`config.mk`:
```
export PLATFORM = sky130hd
export DESIGN_NAME = hotmap_prefilter
export DESIGN_NICKNAME = d
export VERILOG_FILES = /design/src/rtl/hpf_pkg.sv /design/src/rtl/hpf_raster_pos.sv /design/src/rtl/hpf_zone_thresh.sv /design/src/rtl/hpf_history.sv /design/src/rtl/hotmap_prefilter.sv
export SDC_FILE = /design/constraint.sdc
export NUM_CORES = 1
export LEC_CHECK = 0
export ABC_AREA = 1
export BUFFER_PORTS_ARGS = -buffer_cell sky130_fd_sc_hd__buf_2
export CAP_MARGIN = 20
export CORE_UTILIZATION = 63
export CTS_CLUSTER_DIAMETER = 40
export DETAILED_ROUTE_END_ITERATION = 10
export PLACE_DENSITY_LB_ADDON = 0.15
export SETUP_SLACK_MARGIN = 0.05
export SYNTH_ARGS = -nofsm -noshare
export SYNTH_HDL_FRONTEND = slang
export SYNTH_HIERARCHICAL = 1
export SYNTH_SLANG_ARGS = --single-unit
```
`constraint.sdc`:
```
create_clock -name clk -period 8.2 [get_ports clk]
set_clock_uncertainty 0.15 [all_clocks]
set_input_delay 0.41 -clock clk [delete_from_list [all_inputs] [get_ports clk]]
set_output_delay 0.41 -clock clk [all_outputs]
set_load 0.005 [all_outputs]
```
`src/rtl/hpf_pkg.sv`:
```
package hpf_pkg;
  localparam int HIST_N = 3;                 // stored earlier frames
  typedef logic [HIST_N-1:0] hist_t;         // bit 0 = most recent frame
  typedef logic [1:0]        fill_t;         // earlier frames available, 0..3
  typedef logic [2:0]        hits_t;         // hot count 0..4
endpackage

```
`src/rtl/hpf_raster_pos.sv`:
```
module hpf_raster_pos #(
  parameter int X_W = 4,
  parameter int Y_W = 3
) (
  input  logic             clk,
  input  logic             rst_n,
  input  logic             pix_valid,
  input  logic             pix_sof,
  input  logic             pix_sol,
  output logic [X_W-1:0]   cur_x,
  output logic [Y_W-1:0]   cur_y,
  output hpf_pkg::fill_t   cur_fill
);
  import hpf_pkg::*;

  logic [X_W-1:0] lx_q, lx_d;
  logic [Y_W-1:0] ly_q, ly_d;
  fill_t          fill_q, fill_d;
  logic           seen_q, seen_d;

  // position and fill level of the pixel on the inputs now
  always_comb begin
    cur_x = (pix_sof || pix_sol) ? '0 : lx_q + X_W'(1);
    if (pix_sof)      cur_y = '0;
    else if (pix_sol) cur_y = ly_q + Y_W'(1);
    else              cur_y = ly_q;
    if (pix_sof)
      cur_fill = !seen_q ? 2'd0 : ((fill_q == 2'd3) ? 2'd3 : fill_q + 2'd1);
    else
      cur_fill = fill_q;
  end

  always_comb begin
    lx_d   = lx_q;
    ly_d   = ly_q;
    fill_d = fill_q;
    seen_d = seen_q;
    if (pix_valid) begin
      lx_d   = cur_x;
      ly_d   = cur_y;
      fill_d = cur_fill;
      seen_d = seen_q | pix_sof;
    end
  end

  always_ff @(posedge clk or negedge rst_n) begin
    if (!rst_n) begin
      lx_q   <= '0;
      ly_q   <= '0;
      fill_q <= '0;
      seen_q <= 1'b0;
    end else begin
      lx_q   <= lx_d;
      ly_q   <= ly_d;
      fill_q <= fill_d;
      seen_q <= seen_d;
    end
  end

  // idle cycles leave the stored position alone
  p_idle_hold_r7: assert property (@(posedge clk) disable iff (!rst_n)
    !pix_valid |=> (lx_q == $past(lx_q)) && (ly_q == $past(ly_q)));
endmodule

```
`src/rtl/hpf_zone_thresh.sv`:
```
module hpf_zone_thresh #(
  parameter int PIX_W = 8,
  parameter int X_W   = 4,
  parameter int Y_W   = 3
) (
  input  logic [PIX_W-1:0] pix,
  input  logic [X_W-1:0]   x,
  input  logic [Y_W-1:0]   y,
  input  logic [PIX_W-1:0] lvl_base,
  input  logic [PIX_W-1:0] lvl_win,
  input  logic [X_W-1:0]   win_x0,
  input  logic [X_W-1:0]   win_x1,
  input  logic [Y_W-1:0]   win_y0,
  input  logic [Y_W-1:0]   win_y1,
  output logic             in_win,
  output logic             hot
);
  always_comb begin
    in_win = (x >= win_x0) && (x <= win_x1) && (y >= win_y0) && (y <= win_y1);
    hot    = (pix >= lvl_base) && (!in_win || (pix >= lvl_win));
  end
endmodule

```
`src/rtl/hpf_history.sv`:
```
module hpf_history #(
  parameter int DEPTH  = 128,
  parameter int ADDR_W = 7
) (
  input  logic              clk,
  input  logic              rst_n,
  input  logic              valid,
  input  logic [ADDR_W-1:0] addr,
  input  logic              hot,
  input  hpf_pkg::fill_t    fill,
  input  hpf_pkg::hits_t    min_hits,
  output logic              out_valid,
  output logic              out_bit
);
  import hpf_pkg::*;

  hist_t mem [DEPTH];
  hist_t rd;
  hits_t hits;
  logic  pass;
  logic  ov_q, ov_d, ob_q, ob_d;

  assign rd = mem[addr];

  // count only the earlier frames that exist since reset
  always_comb begin
    hits = {2'b00, hot};
    for (int k = 0; k < HIST_N; k++) begin
      if (2'(k) < fill) hits = hits + {2'b00, rd[k]};
    end
    pass = (hits >= min_hits);
  end

  always_ff @(posedge clk) begin
    if (valid) mem[addr] <= {rd[HIST_N-2:0], hot};
  end

  always_comb begin
    ov_d = valid;
    ob_d = valid & pass;
  end

  always_ff @(posedge clk or negedge rst_n) begin
    if (!rst_n) begin
      ov_q <= 1'b0;
      ob_q <= 1'b0;
    end else begin
      ov_q <= ov_d;
      ob_q <= ob_d;
    end
  end

  assign out_valid = ov_q;
  assign out_bit   = ob_q;

  p_first_frame_black_r5: assert property (@(posedge clk) disable iff (!rst_n)
    (valid && fill == 2'd0 && min_hits >= 3'd2) |=> !out_bit);
  p_valid_follows_r6: assert property (@(posedge clk) disable iff (!rst_n)
    valid |=> out_valid);
  p_idle_no_valid_r6: assert property (@(posedge clk) disable iff (!rst_n)
    !valid |=> !out_valid);
  p_idle_black_r6: assert property (@(posedge clk) disable iff (!rst_n)
    !out_valid |-> !out_bit);
endmodule

```
`src/rtl/hotmap_prefilter.sv`:
```
module hotmap_prefilter #(
  parameter int PIX_W = 8,
  parameter int IMG_W = 16,
  parameter int IMG_H = 8,
  localparam int X_W    = $clog2(IMG_W),
  localparam int Y_W    = $clog2(IMG_H),
  localparam int DEPTH  = IMG_W * IMG_H,
  localparam int ADDR_W = $clog2(DEPTH)
) (
  input  logic             clk,
  input  logic             rst_n,
  input  logic             pix_valid,
  input  logic [PIX_W-1:0] pix_data,
  input  logic             pix_sof,
  input  logic             pix_sol,
  input  logic [PIX_W-1:0] lvl_base,
  input  logic [PIX_W-1:0] lvl_win,
  input  logic [X_W-1:0]   win_x0,
  input  logic [X_W-1:0]   win_x1,
  input  logic [Y_W-1:0]   win_y0,
  input  logic [Y_W-1:0]   win_y1,
  input  logic [2:0]       min_hits,
  output logic             out_valid,
  output logic             out_bit
);
  import hpf_pkg::*;

  logic [X_W-1:0]    cx;
  logic [Y_W-1:0]    cy;
  fill_t             cfill;
  logic              in_win, hot;
  logic [ADDR_W-1:0] addr;

  hpf_raster_pos #(.X_W(X_W), .Y_W(Y_W)) u_pos (
    .clk(clk), .rst_n(rst_n), .pix_valid(pix_valid), .pix_sof(pix_sof),
    .pix_sol(pix_sol), .cur_x(cx), .cur_y(cy), .cur_fill(cfill));

  hpf_zone_thresh #(.PIX_W(PIX_W), .X_W(X_W), .Y_W(Y_W)) u_thr (
    .pix(pix_data), .x(cx), .y(cy), .lvl_base(lvl_base), .lvl_win(lvl_win),
    .win_x0(win_x0), .win_x1(win_x1), .win_y0(win_y0), .win_y1(win_y1),
    .in_win(in_win), .hot(hot));

  assign addr = ADDR_W'(cy) * ADDR_W'(IMG_W) + ADDR_W'(cx);

  hpf_history #(.DEPTH(DEPTH), .ADDR_W(ADDR_W)) u_hist (
    .clk(clk), .rst_n(rst_n), .valid(pix_valid), .addr(addr), .hot(hot),
    .fill(cfill), .min_hits(min_hits), .out_valid(out_valid), .out_bit(out_bit));

  p_base_black_r1: assert property (@(posedge clk) disable iff (!rst_n)
    (pix_valid && pix_data < lvl_base && min_hits >= 3'd4) |=> !out_bit);
  p_win_black_r2: assert property (@(posedge clk) disable iff (!rst_n)
    (pix_valid && in_win && pix_data < lvl_win && min_hits >= 3'd4) |=> !out_bit);
endmodule

```
==> results.md, run 1 <==
- Worst-Skew Late Latency: between 0.5 and 0.6 ns
- Fraction of final layout cells sized beyond drive strength 1: 0.0826
- Post-cts sizing count: 0
- Startpoint Class: flop
- Reg2Reg Depth: 29
- CTS Buffer Depth: 3
- Grt total ovfl: 0
- R2R Path End: u_hist/out_bit$_DFF_PN0_
- I/O pin cnt: 48
- Final period utilization: 0.717
- Hold depth: 3
- Outcome: finished, final reports clean
- Final ANT Viol Nets: 0
- Mapped Cells: 2006
- Antenna diode count: 0
- Initial Utilization: 0.644
- Clk root buf: clkbuf_16
- Slowest-stage cell, CP: inv_2
- Worst Hold End: u_pos/seen_q$_DFFE_PN0P_
- Data required time at the worst endpoint: between 8 and 9 ns
- Core Util, Final: 0.712
- Die width: about 170 um
- Setup_tns: 0 ns
- Routed wl met3: between 3000 and 4000 um
- Detailed Route WL: roughly 43000 um
- Most common cell after layout, fill and taps aside: nand2_1
- Gr usage total: 0.292
- LEAKAGE: ~8.9 nW
- Largest net degree at the start of global routing: approximately 210
- Final number of setup-violating endpoints: 0
- CP Capture Type: flop
- Drt first pass iters: 5
- Vias in the first global route: approximately 13000
- Max-slew headroom: 0.230
- Critical path arrival: between 6 and 7 ns
- TritonCTS Buffers: 48
- Pre-CTS setup slack: 2.25 ns
- PD cells: between 200 and 250 nW/um^2
- CP peak stage delay: roughly 0.5 ns
- Routed met2 length: 20900 um
- Highest Clock Rate: around 170 MHz
- Met1 WL: around 17000 um
- CTS tree: done
- Vias per cell: around 5.5
- Synthesis Warnings: 6
- Fillers: about 2100
- Initial antenna violation count: 0
- Worst-path clk slew: around 0.060 ns
- Layout Nets: 2120
- Min Clock Period, post-route: about 5.9 ns
- Final worst setup slack: 2.32 ns
- Worst r2r src: u_pos/lx_q[0]$_DFFE_PN0P_
- Final slew viol count: 0
- Iteration-0 DRC Markers: 1356
- Finished layout cell area: slightly above 20000 um^2
- H-Tree Depth: 2
- Core box area: slightly below 30000 um^2
- Die ar.: 30300 um^2
- Mapped Avg Cell Area: around 9.3 um^2
- DRC Markers: 0
- Min-delay src: pix_sof
- Crit-path max FO: 46
- Worst Max-Slew Pin Slew: around 1.2 ns
- Rows: slightly above 60
- Die height: 174 um
- Max-cap violations: 0
- Placed Area: approximately 19000 um^2
- Final hold violation count: 0
- Most frequent cells in the layout: 1030 x nand2_1, 384 x edfxtp_1, 206 x nor2_1
- Clock Sinks: roughly 400
- Syn nets: ~2100
- Tot Pwr: 4.87 mW
- Top routing layer in use: met4
- Crit Path Class: flop to flop
- Total number of vias: 13473
- Port Buffers: 47
- Area growth, synth to finish: 10.5%
- Routability cong.: 0.878
- First-pass GRT wire length: 68600 um
- Detail Placement HPWL: between 20000 and 25000 um
- Post-Syn Area: 18600 um^2
- RSZ-0062 raised after global routing: no
- Drt wl/cell: 17.6 um
- Maximum vdd drop: around 210 uV
- R2r setup slk: ~2.3 ns
- Worst hold path type: input port to flop
-- critical path, delay by kind of cell, from the launching register on --
kind	cells	cell delay (ns)
adders and majority gates	6	1.63
and+or+nand+nor	13	1.54
buffers and inverters	4	1.07
AOI/OAI and AO/OA	5	0.71
DFF	1	0.46
xor gates and xnor gates	1	0.15
-- flip-flops by register name, summed over array words and instances (netlist names) --
| signal | count |
|---|---|
| u_hist/mem | 384 |
| u_pos/lx_q | 4 |
| u_pos/ly_q | 3 |
| u_pos/fill_q | 2 |
| u_hist/out_bit | 1 |
| u_hist/out_valid | 1 |
| u_pos/seen_q | 1 |
-- timing repair --
action / 4_1_cts / 5_1_grt
hold endpoints to repair: 12 / 0
setup buffers: 0 / 0
hold buffers: 1 / 0
-- how the worst max path moves through the flow --
stage / from / end / depth (start not counted)
3_5_place_dp: pix_sof / u_hist/out_bit$_DFF_PN0_ / 33
5_1_grt: u_pos/lx_q[0]$_DFFE_PN0P_ / u_hist/out_bit$_DFF_PN0_ / 29
6_report: u_pos/lx_q[0]$_DFFE_PN0P_ / u_hist/out_bit$_DFF_PN0_ / 29
4_1_cts: u_pos/lx_q[0]$_DFFE_PN0P_ / u_hist/out_bit$_DFF_PN0_ / 29
2_1_floorplan: u_pos/lx_q[0]$_DFFE_PN0P_ / u_hist/out_bit$_DFF_PN0_ / 25
3_3_place_gp: pix_sof / u_hist/out_bit$_DFF_PN0_ / 34
-- power by group --
group | leakage [nW] | switching, mW | internal (mW)
Clock | 0.754 | 0.834 | 1.23
Combinational | 4.56 | 0.359 | 0.111
Sequential | 3.63 | 0.00527 | 2.33
Total | 8.94 | 1.20 | 3.68
-- per-stage QoR --
step	hold slack [ns]	cells
after global placement	0.151	2367
after CTS	0.0328	2454
after global routing	0.0427	2454
after detailed placement	0.149	2367
final	0.0490	2454
after floorplan	-0.0356	2006
-- per-layer routing --
layer	GRT usage	up-vias
li1	-	6466
met1	0.381	6265
met2	0.493	631
met3	0.0527	111
met4	0.102	0
met5	0	-
-- final cells by class --
cell class	instances	area, um^2	area share
Timing Repair Buffer	61	368	0.0179
Sequential cell	396	11800	0.574
Clock buffer	54	1240	0.0604
Clock inverter	32	325	0.0158
Multi-Input combinational cell	1392	5840	0.284
Tap cell	384	480	0.0233
Inverter	135	509	0.0247
Note: power is estimated with default switching activity, not from simulation.
==> run 2, diff against run 1 <==
--- a/config.mk
+++ b/config.mk
@@ -8,7 +8,7 @@
 export ABC_AREA = 1
 export BUFFER_PORTS_ARGS = -buffer_cell sky130_fd_sc_hd__buf_2
 export CAP_MARGIN = 20
-export CORE_UTILIZATION = 63
+export CORE_UTILIZATION = 57
 export CTS_CLUSTER_DIAMETER = 40
 export DETAILED_ROUTE_END_ITERATION = 10
 export PLACE_DENSITY_LB_ADDON = 0.15
==> constraint.sdc (replaced) <==
create_clock -name clk -period 5 [get_ports clk]
set_clock_uncertainty 0.15 [all_clocks]
set_input_delay 0.25 -clock clk [delete_from_list [all_inputs] [get_ports clk]]
set_output_delay 0.25 -clock clk [all_outputs]
set_load 0.005 [all_outputs]
==> run 2 against run 1 <==
Net effect: register-to-register slack got worse by 2.0 ns; critical path depth rose by 5; design area is 4.0% higher; global-route usage down 2.6 points; sequential cell count unchanged; worst hold slack better by 0.12 ns; non-clock buffer count increased by 36; cell count rose by 3.7%; critical path type is now input port to flop.
==> results.md, run 2 (synthesis gave the netlist of run 1 again) <==
- Outcome: finished, final reports clean
- Worst Max-Slew Pin Slew: 1.20 ns
- CP peak stage delay: about 0.53 ns
- Final period utilization: 0.952
- Port Buffers: between 40 and 50
- Top Registers: u_hist/mem x384, u_pos/lx_q x4, u_pos/ly_q x3
- Final hold violation count: 0
- Cell mode on critical path: nand2_1
- Min Clock Period, post-route: approximately 4.8 ns
- CTS tree: done
- Iteration-0 DRC Markers: between 1000 and 1500
- Most common cell after layout, fill and taps aside: nand2_1
- Gr usage total: 0.266
- First-pass GRT wire length: between 60000 and 70000 um
- CP Capture Type: flop
- Slowest-stage cell, CP: dlygate4sd3_1
- Hold Slack: about 0.16 ns
- Core Util, Final: 0.672
- PD cells: 388 nW/um^2
- Die height: around 180 um
- Drt first pass iters: 5
- Startpoint Class: input port
- DRC Markers: 0
- Min-delay src: min_hits[1]
- Critical path arrival: between 5 and 6 ns
- H-Tree Depth: 2
- Max-cap violations: 0
- Detail Placement HPWL: ~25000 um
- Crit Path Class: input port to flop
- Worst hold path type: input port to flop
- CTS Buffer Depth: 3
- Antenna diode count: 0
- Grt total ovfl: 0
- Reg2Reg Depth: 27
- Total number of vias: 13613
- I/O pin cnt: 48
- Largest net degree at the start of global routing: 93
- Most frequent cells in the layout: 1028 x nand2_1, 384 x edfxtp_1, 203 x nor2_1
- Final slew viol count: 0
- Worst-Skew Late Latency: 0.56 ns
- RSZ-0062 raised after global routing: no
- Final number of setup-violating endpoints: 0
- Rows: 65
- R2r setup slk: around 0.29 ns
- Tot Pwr: 8.32 mW
- Setup_tns: 0 ns
- Placed Area: around 19000 um^2
- Fillers: between 2000 and 3000
- Core box area: roughly 32000 um^2
- Initial antenna violation count: 0
- Data required time at the worst endpoint: 5.27 ns
- Die ar.: ~33000 um^2
- Final instance count without filler cells: roughly 2500
- LEAKAGE: between 9 and 10 nW
- Area growth, synth to finish: 14.9%
- Worst-path clk slew: roughly 0.05 ns
- Vias in the first global route: roughly 13000
- Vias per cell: between 5 and 6
- Detailed Route WL: approximately 44000 um
- Worst r2r src: u_pos/lx_q[0]$_DFFE_PN0P_
- Die width: around 180 um
- Routability cong.: about 0.86
- Finished layout cell area: 21400 um^2
- Max reg flops: roughly 380
- Initial Utilization: 0.585
- Fraction of final layout cells sized beyond drive strength 1: 0.105
- R2R Path End: u_hist/out_bit$_DFF_PN0_
- CP endpoint: u_hist/out_bit$_DFF_PN0_
- Final ANT Viol Nets: 0
- Clk root buf: clkbuf_16
- Maximum vdd drop: around 370 uV
- TritonCTS Buffers: 50
- Drt wl/cell: 17.4 um
- Largest Register: u_hist/mem
- Layout Nets: ~2200
- Final worst setup slack: between 0.2 and 0.25 ns
- Crit-path max FO: 37
- Pre-CTS setup slack: between 0.1 and 0.15 ns
- Clock Sinks: 396
- Max-slew headroom: 0.200
- Critical path launch point: pix_sof
- Highest Clock Rate: approximately 210 MHz
- Placed Cells: between 2000 and 2500
## run 2: changes by cell type in the layout (fill, tap and decap cells not counted), sizes merged
cell,before,now
clkinv,15,17
clkbuf,54,58
dlygate4sd3,1,6
buf,60,88
bufinv,4,6
## run 2: worst min path at each step
| stage | endpoint | slack [ns] | cells past startpoint |
|---|---|---|---|
| finish | u_hist/out_bit$_DFF_PN0_ | 0.16 | 7 |
| global route | u_hist/out_bit$_DFF_PN0_ | 0.17 | 7 |
| CTS | u_hist/out_bit$_DFF_PN0_ | 0.13 | 7 |
| detailed placement | u_hist/out_valid$_DFF_PN0_ | -0.008 | 1 |
| global placement | u_hist/out_valid$_DFF_PN0_ | -0.008 | 1 |
| floorplan | u_hist/out_bit$_DFF_PN0_ | -0.20 | 0 |
## run 2: timing repair
action | in CTS | in global routing
endpoints found under the setup margin | 0 | 1
resized for setup | 0 | 13
hold buffers | 6 | 0
buffers inserted | 0 | 6
hold endpoints to repair | 23 | 0
## run 2: metal layers
metal / GRT usage / vias up / share of wire
li1: - / 6554 / -
met1: 0.358 / 6401 / 0.42
met2: 0.443 / 559 / 0.47
met3: 0.0419 / 99 / 0.080
met4: 0.0900 / 0 / 0.031
met5: 0 / - / 0
## run 2: layout make-up
| class | instances | area [um^2] | area share |
|---|---|---|---|
| Sequential cell | 396 | 11800 | 0.552 |
| Inverter | 135 | 514 | 0.0240 |
| Tap cell | 435 | 544 | 0.0254 |
| Timing Repair Buffer | 97 | 888 | 0.0415 |
| Clock inverter | 36 | 383 | 0.0179 |
| Clock buffer | 55 | 1330 | 0.0623 |
| Multi-Input combinational cell | 1392 | 5920 | 0.277 |
## run 2: power by group
part / switching, mW / internal (mW)
sequential: 0.00901 / 3.82
clock: 1.40 / 2.25
combinational: 0.606 / 0.232
total: 2.02 / 6.31
## run 2: critical path, delay by kind of cell
family / cells / cell delay, ns
AO/OA/AOI/OAI: 5 / 0.58
buffers and inverters: 6 / 1.24
adder cells (fa/ha/maj): 5 / 1.23
AND/OR/NAND/NOR: 18 / 1.67
==> run 3, diff against run 2 <==
--- a/config.mk
+++ b/config.mk
@@ -6,11 +6,12 @@
 export NUM_CORES = 1
 export LEC_CHECK = 0
 export ABC_AREA = 1
-export BUFFER_PORTS_ARGS = -buffer_cell sky130_fd_sc_hd__buf_2
 export CAP_MARGIN = 20
-export CORE_UTILIZATION = 57
+export CORE_MARGIN = 10
+export CORE_UTILIZATION = 58
 export CTS_CLUSTER_DIAMETER = 40
 export DETAILED_ROUTE_END_ITERATION = 10
+export DONT_BUFFER_PORTS = 1
 export PLACE_DENSITY_LB_ADDON = 0.15
 export SETUP_SLACK_MARGIN = 0.05
 export SYNTH_ARGS = -nofsm -noshare
==> run 3 against run 2 <==
Net effect: core utilization down 0.75 points; critical path depth down 3; sequential power about the same; via count down 2.1%; sequential cell count unchanged; design area down 1.9%; clock power down 4%; global-route usage down 4.5 points; combinational power down 4.5%; largest cell class unchanged; largest power group unchanged; highest routed layer unchanged.
==> results.md, run 3 (synthesis gave the netlist of run 1 again) <==
- Final instance count without filler cells: about 2500
- WP buf/inv: 5
- Crit-path max FO: 15
- Gr usage total: 0.221
- Clk root buf: clkbuf_16
- Placed Cells: about 2400
- Initial Utilization: 0.589
- RSZ-0062 raised after global routing: no
- Most common cell after layout, fill and taps aside: nand2_1
- Initial antenna violation count: 0
- Sw Share: 0.242
- Startpoint Class: flop
- Final number of setup-violating endpoints: 0
- Largest net degree at the start of global routing: about 120
- Die width: 199 um
- Placed Area: around 19000 um^2
- Highest Clock Rate: roughly 220 MHz
- Reg power frac: 0.471
- Worst-path clk slew: approximately 0.050 ns
- Iteration-0 DRC Markers: 1291
- Core box area: roughly 32000 um^2
- Routability cong.: 0.844
- Fraction of final layout cells sized beyond drive strength 1: 0.0819
- Detailed Route WL: around 45000 um
- Rows: 65
- Antenna diode count: 0
- Fillers: around 2500
- Core Util, Final: 0.664
- Critical path arrival: just under 5 ns
- CP Capture Type: flop
- Max-cap violations: 0
- Clock Sinks: 396
- Worst-Skew Late Latency: around 0.57 ns
- Maximum vdd drop: roughly 300 uV
- Min Clock Period, post-route: ~4.6 ns
- DRC Markers: 0
- Detail Placement HPWL: 25800 um
- Layout Nets: approximately 2100
- Vias per cell: about 5.4
- CP peak stage delay: around 0.46 ns
- Drt wl/cell: between 15 and 20 um
- Vias in the first global route: 12779
- Drt first pass iters: 6
- Final ANT Viol Nets: 0
- Top Registers: u_hist/mem x384, u_pos/lx_q x4, u_pos/ly_q x3
- LEAKAGE: approximately 9 nW
- CTS Buffer Depth: 3
- Final hold violation count: 0
- Outcome: finished, final reports clean
- Finished layout cell area: 21000 um^2
- First-pass GRT wire length: ~68000 um
- Slowest-stage cell, CP: dfrtp_2
- PD cells: approximately 390 nW/um^2
- Max reg flops: ~380
- Die ar.: ~40000 um^2
- Area growth, synth to finish: 12.7%
- Final period utilization: 0.927
- Die height: 199 um
- Cell mode on critical path: nand2_1
- Crit Path Class: flop to flop
- Delay-heaviest family, CP: adder cells
- Port Buffers: 0
- R2r setup slk: roughly 0.37 ns
- I/O pin cnt: 48
- Data required time at the worst endpoint: approximately 5.3 ns
- H-Tree Depth: 2
- Hold Slack: 0.0121 ns
- NetSw: between 1.5 and 2 mW
- Final slew viol count: 0
- Grt total ovfl: 0
- Worst hold path type: input port to flop
- TritonCTS Buffers: 49
- Comb pwr share: 0.098
- Total internal power: 6.17 mW
- Total number of vias: approximately 13000
- Largest Register: u_hist/mem
- Worst Max-Slew Pin Slew: roughly 1.3 ns
- Most frequent cells in the layout: 1028 x nand2_1, 384 x edfxtp_1, 204 x nor2_1
- CTS tree: done
- Clock network fraction of design power: 0.430
- Max-slew headroom: 0.164
-- run 3: worst paths after layout --
check,start,to,cells past startpoint
min in group asynchronous,rst_n,u_hist/out_valid$_DFF_PN0_,2
worst min-delay path,min_hits[1],u_hist/out_bit$_DFF_PN0_,6
worst max register to register,u_pos/lx_q[0]$_DFFE_PN0P_,u_hist/out_bit$_DFF_PN0_,31
worst max-delay path,u_pos/lx_q[0]$_DFFE_PN0P_,u_hist/out_bit$_DFF_PN0_,31
max in group asynchronous,rst_n,u_pos/lx_q[0]$_DFFE_PN0P_,2
worst min register to register,u_pos/fill_q[1]$_DFFE_PN0P_,u_pos/fill_q[1]$_DFFE_PN0P_,2
-- run 3: per-layer routing --
metal	GRT usage	routed length, um	vias up
met5	0	0	-
met1	0.291	18500	6227
met3	0.0390	4010	85
met4	0.0791	1290	0
li1	-	-	6451
met2	0.362	21300	567
-- run 3: timing repair --
action | 4_1_cts | 5_1_grt
gates resized for setup | 0 | 23
buffers inserted | 0 | 3
hold buffers | 7 | 0
endpoints found under the hold margin | 27 | 0
setup endpoints to repair | 0 | 1
-- run 3: power by group through the flow --
| stage | clock (mW) | combinational (mW) | sequential, mW |
|---|---|---|---|
| 6_report | 3.50 | 0.800 | 3.83 |
| 5_1_grt | 3.68 | 0.898 | 3.83 |
| 4_1_cts | 3.53 | 0.769 | 3.83 |
| 3_5_place_dp | 0 | 0.756 | 3.90 |
| 3_3_place_gp | 0 | 0.741 | 3.90 |
| 2_1_floorplan | 0 | 0.506 | 3.93 |
-- run 3: worst register-to-register path, delay by kind of cell, from the launching register on --
family / cells / cell delay (ns)
adders and majority gates: 6 / 1.61
and+or+nand+nor: 15 / 1.21
buffers and inverters: 5 / 0.55
AOI/OAI and AO/OA: 5 / 0.56
DFF: 1 / 0.46
-- run 3: area by class of cell --
class | instances | area, um^2 | area share
clock buffer | 59 | 1310 | 0.0621
inverter | 135 | 538 | 0.0256
clock inverter | 32 | 330 | 0.0157
multi-input combinational | 1392 | 5910 | 0.281
timing repair buffer | 50 | 598 | 0.0285
sequential | 396 | 11800 | 0.563
tap | 402 | 503 | 0.0239
-- run 3: through the flow --
step                setup WS (ns)  total power [mW]  setup TNS, ns
floorplan                   -1.24              4.44          -1.24
global placement            0.382              4.64              0
detailed placement          0.327              4.66              0
CTS                        0.0954              8.13              0
global route               0.0327              8.41              0
finish                      0.366              8.13              0
